===== src/rtl/spi3w_pkg.sv =====
package spi3w_pkg;
  typedef enum logic [1:0] {
    ST_IDLE = 2'd0,
    ST_RUN  = 2'd1,
    ST_GAP  = 2'd2
  } rd_state_e;

  // Read command code, sent after the start bit (first bit on the left).
  localparam logic [1:0] READ_OPC = 2'b10;
endpackage


===== src/rtl/spi3w_half_tick.sv =====
module spi3w_half_tick #(
  parameter int DIV_W = 8
) (
  input  logic             clk,
  input  logic             rst_n,
  input  logic             en,
  input  logic [DIV_W-1:0] div,
  output logic             tick
);
  logic [DIV_W-1:0] cnt_q;

  assign tick = en && (cnt_q == div);

  always_ff @(posedge clk) begin
    if (!rst_n)           cnt_q <= '0;
    else if (!en || tick) cnt_q <= '0;
    else                  cnt_q <= cnt_q + 1'b1;
  end

  // the half-period counter never passes its terminal value
  a_r8_cnt_in_range: assert property (@(posedge clk) disable iff (!rst_n)
    en && $stable(div) |-> cnt_q <= div);
endmodule


===== src/rtl/spi3w_tx_shift.sv =====
module spi3w_tx_shift #(
  parameter int W = 11
) (
  input  logic         clk,
  input  logic         rst_n,
  input  logic         load,
  input  logic [W-1:0] load_val,
  input  logic         shift,
  output logic         bit_o
);
  logic [W-1:0] sr_q;

  assign bit_o = sr_q[W-1];

  always_ff @(posedge clk) begin
    if (!rst_n)     sr_q <= '0;
    else if (load)  sr_q <= load_val;
    else if (shift) sr_q <= {sr_q[W-2:0], 1'b0};
  end

  // a load and a shift never coincide
  a_r5_load_xor_shift: assert property (@(posedge clk) disable iff (!rst_n)
    load |-> !shift);
endmodule


===== src/rtl/spi3w_rx_shift.sv =====
module spi3w_rx_shift #(
  parameter int W = 16
) (
  input  logic         clk,
  input  logic         rst_n,
  input  logic         shift,
  input  logic         bit_i,
  output logic [W-1:0] word
);
  logic [W-1:0] sr_q;

  assign word = sr_q;

  always_ff @(posedge clk) begin
    if (!rst_n)     sr_q <= '0;
    else if (shift) sr_q <= {sr_q[W-2:0], bit_i};
  end
endmodule


===== src/rtl/spi3w_word_reader.sv =====
module spi3w_word_reader
  import spi3w_pkg::*;
#(
  parameter int ADDR_W = 8,
  parameter int DATA_W = 16,
  parameter int DIV_W  = 8
) (
  input  logic              clk,
  input  logic              rst_n,
  input  logic [DIV_W-1:0]  sclk_div,
  input  logic              req_valid,
  output logic              req_ready,
  input  logic [ADDR_W-1:0] req_addr,
  output logic              rsp_valid,
  output logic [DATA_W-1:0] rsp_data,
  output logic              mem_cs,
  output logic              mem_sclk,
  output logic              mem_sio_o,
  output logic              mem_sio_oe,
  input  logic              mem_sio_i
);
  localparam int CMD_BITS  = 1 + 2 + ADDR_W;
  localparam int LAST_RISE = CMD_BITS + 1 + DATA_W;
  localparam int RCNT_W    = $clog2(LAST_RISE + 1);
  localparam logic [RCNT_W-1:0] RC_CMD  = RCNT_W'(CMD_BITS);
  localparam logic [RCNT_W-1:0] RC_DAT0 = RCNT_W'(CMD_BITS + 1);
  localparam logic [RCNT_W-1:0] RC_LAST = RCNT_W'(LAST_RISE);

  rd_state_e         state_q;
  logic [RCNT_W-1:0] rcnt_q;
  logic              sclk_q, cs_q, oe_q, rsp_v_q, gap_half_q;
  logic              tick, accept, rise, fall, tx_shift, rx_shift;

  assign accept   = req_valid && (state_q == ST_IDLE);
  assign rise     = (state_q == ST_RUN) && tick && !sclk_q;
  assign fall     = (state_q == ST_RUN) && tick &&  sclk_q;
  assign tx_shift = fall && (rcnt_q < RC_CMD);
  assign rx_shift = rise && (rcnt_q >= RC_DAT0);

  spi3w_half_tick #(.DIV_W(DIV_W)) u_tick (
    .clk(clk), .rst_n(rst_n), .en(state_q != ST_IDLE),
    .div(sclk_div), .tick(tick)
  );

  spi3w_tx_shift #(.W(CMD_BITS)) u_tx (
    .clk(clk), .rst_n(rst_n), .load(accept),
    .load_val({1'b1, READ_OPC, req_addr}),
    .shift(tx_shift), .bit_o(mem_sio_o)
  );

  spi3w_rx_shift #(.W(DATA_W)) u_rx (
    .clk(clk), .rst_n(rst_n), .shift(rx_shift),
    .bit_i(mem_sio_i), .word(rsp_data)
  );

  always_ff @(posedge clk) begin
    if (!rst_n) begin
      state_q    <= ST_IDLE;
      rcnt_q     <= '0;
      sclk_q     <= 1'b0;
      cs_q       <= 1'b0;
      oe_q       <= 1'b0;
      rsp_v_q    <= 1'b0;
      gap_half_q <= 1'b0;
    end else begin
      rsp_v_q <= 1'b0;
      unique case (state_q)
        ST_IDLE: begin
          if (accept) begin
            cs_q    <= 1'b1;
            oe_q    <= 1'b1;
            rcnt_q  <= '0;
            state_q <= ST_RUN;
          end
        end
        ST_RUN: begin
          if (rise) begin
            sclk_q <= 1'b1;
            rcnt_q <= rcnt_q + 1'b1;
          end else if (fall) begin
            sclk_q <= 1'b0;
            if (rcnt_q == RC_CMD) oe_q <= 1'b0;
            if (rcnt_q == RC_LAST) begin
              cs_q       <= 1'b0;
              rsp_v_q    <= 1'b1;
              gap_half_q <= 1'b0;
              state_q    <= ST_GAP;
            end
          end
        end
        ST_GAP: begin
          if (tick) begin
            if (gap_half_q) state_q    <= ST_IDLE;
            else            gap_half_q <= 1'b1;
          end
        end
        default: state_q <= ST_IDLE;
      endcase
    end
  end

  assign req_ready  = (state_q == ST_IDLE);
  assign rsp_valid  = rsp_v_q;
  assign mem_cs     = cs_q;
  assign mem_sclk   = sclk_q;
  assign mem_sio_oe = oe_q;

  // serial clock idles low outside a frame
  a_r8_sclk_low_idle: assert property (@(posedge clk) disable iff (!rst_n)
    !mem_cs |-> !mem_sclk);
  // no clock edge without chip select
  a_r4_rise_needs_cs: assert property (@(posedge clk) disable iff (!rst_n)
    $rose(mem_sclk) |-> mem_cs);
  // line is driven only inside a frame
  a_r6_oe_within_cs: assert property (@(posedge clk) disable iff (!rst_n)
    mem_sio_oe |-> mem_cs);
  // no new request taken mid-frame
  a_r2_busy_not_ready: assert property (@(posedge clk) disable iff (!rst_n)
    mem_cs |-> !req_ready);
  // outgoing bit steady across a rising edge
  a_r5_out_stable_rise: assert property (@(posedge clk) disable iff (!rst_n)
    $rose(mem_sclk) |-> $stable(mem_sio_o));
  // single-cycle response coinciding with chip select release
  a_r9_single_done: assert property (@(posedge clk) disable iff (!rst_n)
    rsp_valid |=> !rsp_valid);
  a_r9_done_drops_cs: assert property (@(posedge clk) disable iff (!rst_n)
    rsp_valid |-> $fell(mem_cs));
endmodule


===== config.mk =====
export PLATFORM = sky130hd
export DESIGN_NAME = spi3w_word_reader
export DESIGN_NICKNAME = d
export VERILOG_FILES = /design/src/rtl/spi3w_pkg.sv /design/src/rtl/spi3w_half_tick.sv /design/src/rtl/spi3w_tx_shift.sv /design/src/rtl/spi3w_rx_shift.sv /design/src/rtl/spi3w_word_reader.sv
export SDC_FILE = /design/constraint.sdc
export NUM_CORES = 1
export LEC_CHECK = 0
export BUFFER_PORTS_ARGS = -buffer_cell sky130_fd_sc_hd__buf_2
export CAP_MARGIN = 20
export CORE_ASPECT_RATIO = 2
export CORE_MARGIN = 2
export CORE_UTILIZATION = 30
export CTS_BUF_LIST = sky130_fd_sc_hd__clkbuf_16
export DETAILED_ROUTE_END_ITERATION = 10
export GPL_ROUTABILITY_DRIVEN = 0
export PLACE_DENSITY = 0.54
export REMOVE_ABC_BUFFERS = 1
export SLEW_MARGIN = 20
export SYNTH_ARGS = -nofsm -noshare
export SYNTH_HDL_FRONTEND = slang
export SYNTH_SLANG_ARGS = --single-unit

===== constraint.sdc =====
create_clock -name clk -period 1.74 [get_ports clk]
set_input_delay 0.348 -clock clk [delete_from_list [all_inputs] [get_ports clk]]
set_output_delay 0.348 -clock clk [all_outputs]
set_load 0.01 [all_outputs]

# == Word level (Yosys, flattened, before mapping) ==
# Cells that the tools add are included.
# word_totals
regBits,47
out_inout_bits,22
inputBits,20
elab_cells,82
# op_classes
n_eq_ne,13
reduce_logical,25
muxes,26
n_addsub,2
n_bitwise,3
magnitude_cmp,2
# op_table
op,n
$mux W11,2
$reduce_and A5 Y1,3
$mux W2,6
$mux W1,11
$mux W5,2
$ne A2 B2 Y1 const B,5
$pmux W5 S2,1
$reduce_bool A2 Y1,5
$add A8 B1 Y8 const B,1
$eq A8 B8 Y1,1
$logic_and A1 B1 Y1,7
$ne A2 B1 Y1 const B,3
$pmux W1 S2,3
$pmux W2 S3,1
$reduce_and A6 Y1,1
$add A5 B1 Y5 const B,1
$eq A5 B4 Y1 const B,1
$eq A5 B5 Y1 const B,1
$ge A5 B4 Y1 const B,1
$lt A5 B4 Y1 const B,1
$reduce_or A2 Y1,2
$reduce_or A4 Y1,1
$not A1 Y1,3
$reduce_and A3 Y1,1
other kinds (6),7

# == Depth between registers and ports, before layout ==
# depth
word_depth,7
depth_mapped,7
ltp_nobuf,5

# == By module ==
# Synthesis repeated with hierarchy kept, for this count alone.
# unflattened
cells_unflattened,220
hier_area_um2,2267.2
# modules_own_cells
module,cells_per_inst,area_each_um2,instances
spi3w_word_reader,75,640.6,1
spi3w_rx_shift,51,615.6,1
spi3w_tx_shift,48,540.5,1
spi3w_half_tick,46,470.5,1

# == Worst setup path after synthesis ==
# OpenSTA, ideal clock, no wires.
# synth_path
path_kind,in2reg
start,input port sclk_div[6]
end,register u_rx.sr_q[10] (netlist: u_rx.word[10])
path_buffers,1
cell_stages,5
required_ns,1.668
path_slack_ns,-0.031
t_arrival_ns,1.699
path_cell_list,xnor2_1 nand4_2 nor4_4 buf_6 mux2i_1
# synth_between
elab_chain_len,5
# synth_lines
element,line_no,rtl
from (decl),spi3w_word_reader.sv:10,"input logic [DIV_W-1:0] sclk_div,"
$eq A8 B8 Y1,spi3w_half_tick.sv:12,assign tick = en && (cnt_q == div);
$logic_and A1 B1 Y1,spi3w_half_tick.sv:12,
$logic_and A1 B1 Y1 (2 in series),spi3w_word_reader.sv:35,assign rise = (state_q == ST_RUN) && tick && !sclk_q;
$logic_and A1 B1 Y1,spi3w_word_reader.sv:38,assign rx_shift = rise && (rcnt_q >= RC_DAT0);
to (signal assigned),spi3w_rx_shift.sv:16,"else if (shift) sr_q <= {sr_q[W-2:0], bit_i};"
to (decl),spi3w_rx_shift.sv:10,logic [W-1:0] sr_q;
# Every way passes these cells.
# A chain may end at the register's enable or synchronous reset.

# == Worst setup path in the final report ==
# layout_path
start,register u_tick.cnt_q[2]
end,register u_tx.sr_q[9]
# layout_between
elab_chain_len,6
# layout_lines
element,line_no,rtl
from (decl),spi3w_half_tick.sv:10,logic [DIV_W-1:0] cnt_q;
from (signal assigned),spi3w_half_tick.sv:17,else cnt_q <= cnt_q + 1'b1;
$eq A8 B8 Y1,spi3w_half_tick.sv:12,
$logic_and A1 B1 Y1,spi3w_half_tick.sv:12,
$logic_and A1 B1 Y1 (2 in series),spi3w_word_reader.sv:36,assign fall = (state_q == ST_RUN) && tick && sclk_q;
$logic_and A1 B1 Y1,spi3w_word_reader.sv:37,assign tx_shift = fall && (rcnt_q < RC_CMD);
$reduce_bool A2 Y1 (no line),--,
to (signal assigned),spi3w_tx_shift.sv:17,else if (load) sr_q <= load_val;
to (signal assigned),spi3w_tx_shift.sv:18,"else if (shift) sr_q <= {sr_q[W-2:0], 1'b0};"
to (decl),spi3w_tx_shift.sv:11,logic [W-1:0] sr_q;
# Every way passes these cells.

==> impl_metrics.toml <==
[sta]
final.min_clock_period_ns = 1.67
worst_slew_pin_slew_ns = 0.326
fmax_mhz = 598
hold_ws_ns = 0.308
slew_headroom_pct = 78.1
setup_viol = 0
finalMaxSlewViolations = 0
final-hold-violation-count = 0
post-route-period-util_pct = 96.2
fin_skew_ns = 0.00313
finalSetupTns_ns = 0

[power]
power_uw = 2400
static-leakage-power_uw = 0.00113
max-vdd-ir-drop_mv = 0.714
power_density_nw_per_um2 = 813

[min_path]
hp-class = "input port to register"
holdPathStages = 3

[detailed_routing]
drc = 0
avgViaCountPerCell = 5.10
num_vias = 1988
wl_um = 5300
dr.pass1.iters = 4
ant_nets = 0
drt-wirelength-per-cell_um = 13.6
drt_iter0_drc = 111

[clock_network]
root_buffer = "clkbuf_16"
numCtsBuffers = 5
cts.sinks = 47
path_clk_slew_ns = 0.06
clk_path_buf_depth = 2
cts_tree = "built"
cts_max_level = 2
clock_latency_ns = 0.29
cts_hold_buf = 0

[floorplanning]
start_util_pct = 30.4
die_y_um = 124
die_area_um2 = 8000
die_w_um = 64.2
io_pins = 42
design.core.area_um2 = 7160
rows = 44

[flow_run]
maxCapViolCount = 0

[yosys]
synthCells = 233
synth_cell_types = 43
synth-main-ff-cell = "dfxtp_1"
yosys-top-cells-area = "dfxtp_1, mux2i_1, xnor2_1, nand2_1, o31ai_1"
ys_seq_area_share_pct = 43.2
syn-cell-area_um2 = 2180
yosys.area.top_type = "dfxtp_1"
synth_edf_count = 0
ys_ff_latch = 47
synth_async_sr_flop_share_pct = 0
ys_warn_count = 0
syn-mean-instance-area_um2 = 9.34
synth_top_area_share_pct = 43.2

[status]
status = "finished clean"

[final_layout]
nets = 320
antenna_cells = 0
layout-drive-gt1-share_pct = 34.6
final_cell_mix = "dfxtp_1, buf_2, buf_4"
final_common_cell = "dfxtp_1"
fin_cells = 390
area_delta_synth_final_pct = 35.9

[place]
place.port_buffers = 41
dp.cells = 375
hpwl_um = 3700

[global_route]
grt_max_degree = 18
grt_overflow_total = 0
antenna_found_initial = 0
grt_pass1_vias = 1950
grt_usage_pct = 14.7
grt_first_pass_wirelength_um = 9320

[setup_path]
critPathKind = "register to register"
cp_data_required_time_ns = 1.92
crit_chain = "xnor2_2 > nand4_1 > buf_6 > buf_4 > or4_1 > o311a_1"
cp-end-kind = "register"
cp.arrival_ns = 1.85
path_max_fanout = 5
slowest_delay_ns = 0.47
cp_slowest_cell = "or4_1"
start_kind = "register"
r2r_cells = 6
-- registers in the layout, summed over array words and instances, names as in the netlist --
| name | count |
|---|---|
| rsp_valid | 1 |
| u_rx.word | 16 |
| mem_sclk | 1 |
| mem_sio_oe | 1 |
| u_tick.cnt_q | 8 |
| rcnt_q | 5 |
| gap_half_q | 1 |
| state_q | 2 |
| mem_cs | 1 |
| u_tx.sr_q | 11 |
-- power breakdown --
group	leakage (uW)	switching, uW	internal (uW)
logic	0.000669	105	98.3
registers	0.000384	18.5	1100
clock network	0.0000812	412	670
-- layout make-up --
cell class	instances	area [um^2]
clock buffers	5	125
clock inverters	3	38.8
flip-flops and latches	47	950
inverters	5	18.8
multi-input cells	164	1190
well taps	92	115
repair buffers	74	518
fillers	744	4200
-- routing by layer --
metal / share of wire [%] / vias to the layer above / wire length (um) / track usage [%]
met5: 0 / - / 0 / 0
li1: - / 994 / - / -
met1: 46 / 950 / 2450 / 18.6
met3: 3.4 / 6 / 182 / 2.80
met2: 48 / 38 / 2550 / 23.9
met4: 2.1 / 0 / 113 / 6.38
-- kinds of logic after synthesis --
group | count (synthesis) | share of synthesized area, %
xor gates and xnor gates | 14 | 5.63
and+or+nand+nor | 80 | 21.2
DFF | 47 | 43.2
adders and majority gates | 3 | 1.72
AOI/OAI and AO/OA | 48 | 14.9
buffers and inverters | 22 | 4.54
muxes | 19 | 8.74
-- worst max-delay path, delay by kind of cell (launching register included) --
family / cells / cell delay (ns)
compound gates: 1 / 0.14
xor+xnor: 1 / 0.15
buf+inv: 2 / 0.30
flops: 1 / 0.36
simple gates: 2 / 0.61
-- path summary, 6_finish.rpt --
kind                                      to                  startpoint  slack, ns
setup / recovery   u_tx.sr_q[9]$_SDFFE_PN0P_  u_tick.cnt_q[2]$_SDFF_PP0_       0.07
setup reg to reg   u_tx.sr_q[9]$_SDFFE_PN0P_  u_tick.cnt_q[2]$_SDFF_PP0_       0.07
hold reg to reg   u_rx.word[15]$_SDFFE_PN0P_  u_rx.word[15]$_SDFFE_PN0P_       0.46
hold / removal     u_tx.sr_q[6]$_SDFFE_PN0P_                 req_addr[6]       0.31
-- per-stage QoR --
step	worst slack, ns	util [%]	area, um^2
2_1_floorplan	-0.752	-	2100
3_3_place_gp	-0.127	37.0	2650
3_5_place_dp	-0.169	37.0	2650
4_1_cts	0.000199	40.8	2920
5_1_grt	-0.0110	41.3	2960
6_report	0.0665	41.3	2960
-- repair_timing --
action | 4_1_cts | 5_1_grt
endpoints found under the setup margin | 19 | 16
gates resized for setup | 9 | 10
pin swaps | 3 | 2
endpoints found under the hold margin | 0 | 0
setup buffers | 6 | 0
gates cloned | 1 | 0
-- cell usage after synthesis, drive strengths merged, types with 3 or more instances --
master,number
clkbuf,11
nand2,23
nand3,7
ha,3
o31ai,9
buf,6
or4,4
inv,5
xnor2,12
a21oi,9
nor2,4
nand4,11
nor3,10
nor4,5
or2,4
o21ai,7
mux2i,19
a31oi,8
dfxtp,47
No activity file was read; power rests on OpenSTA's default activity.
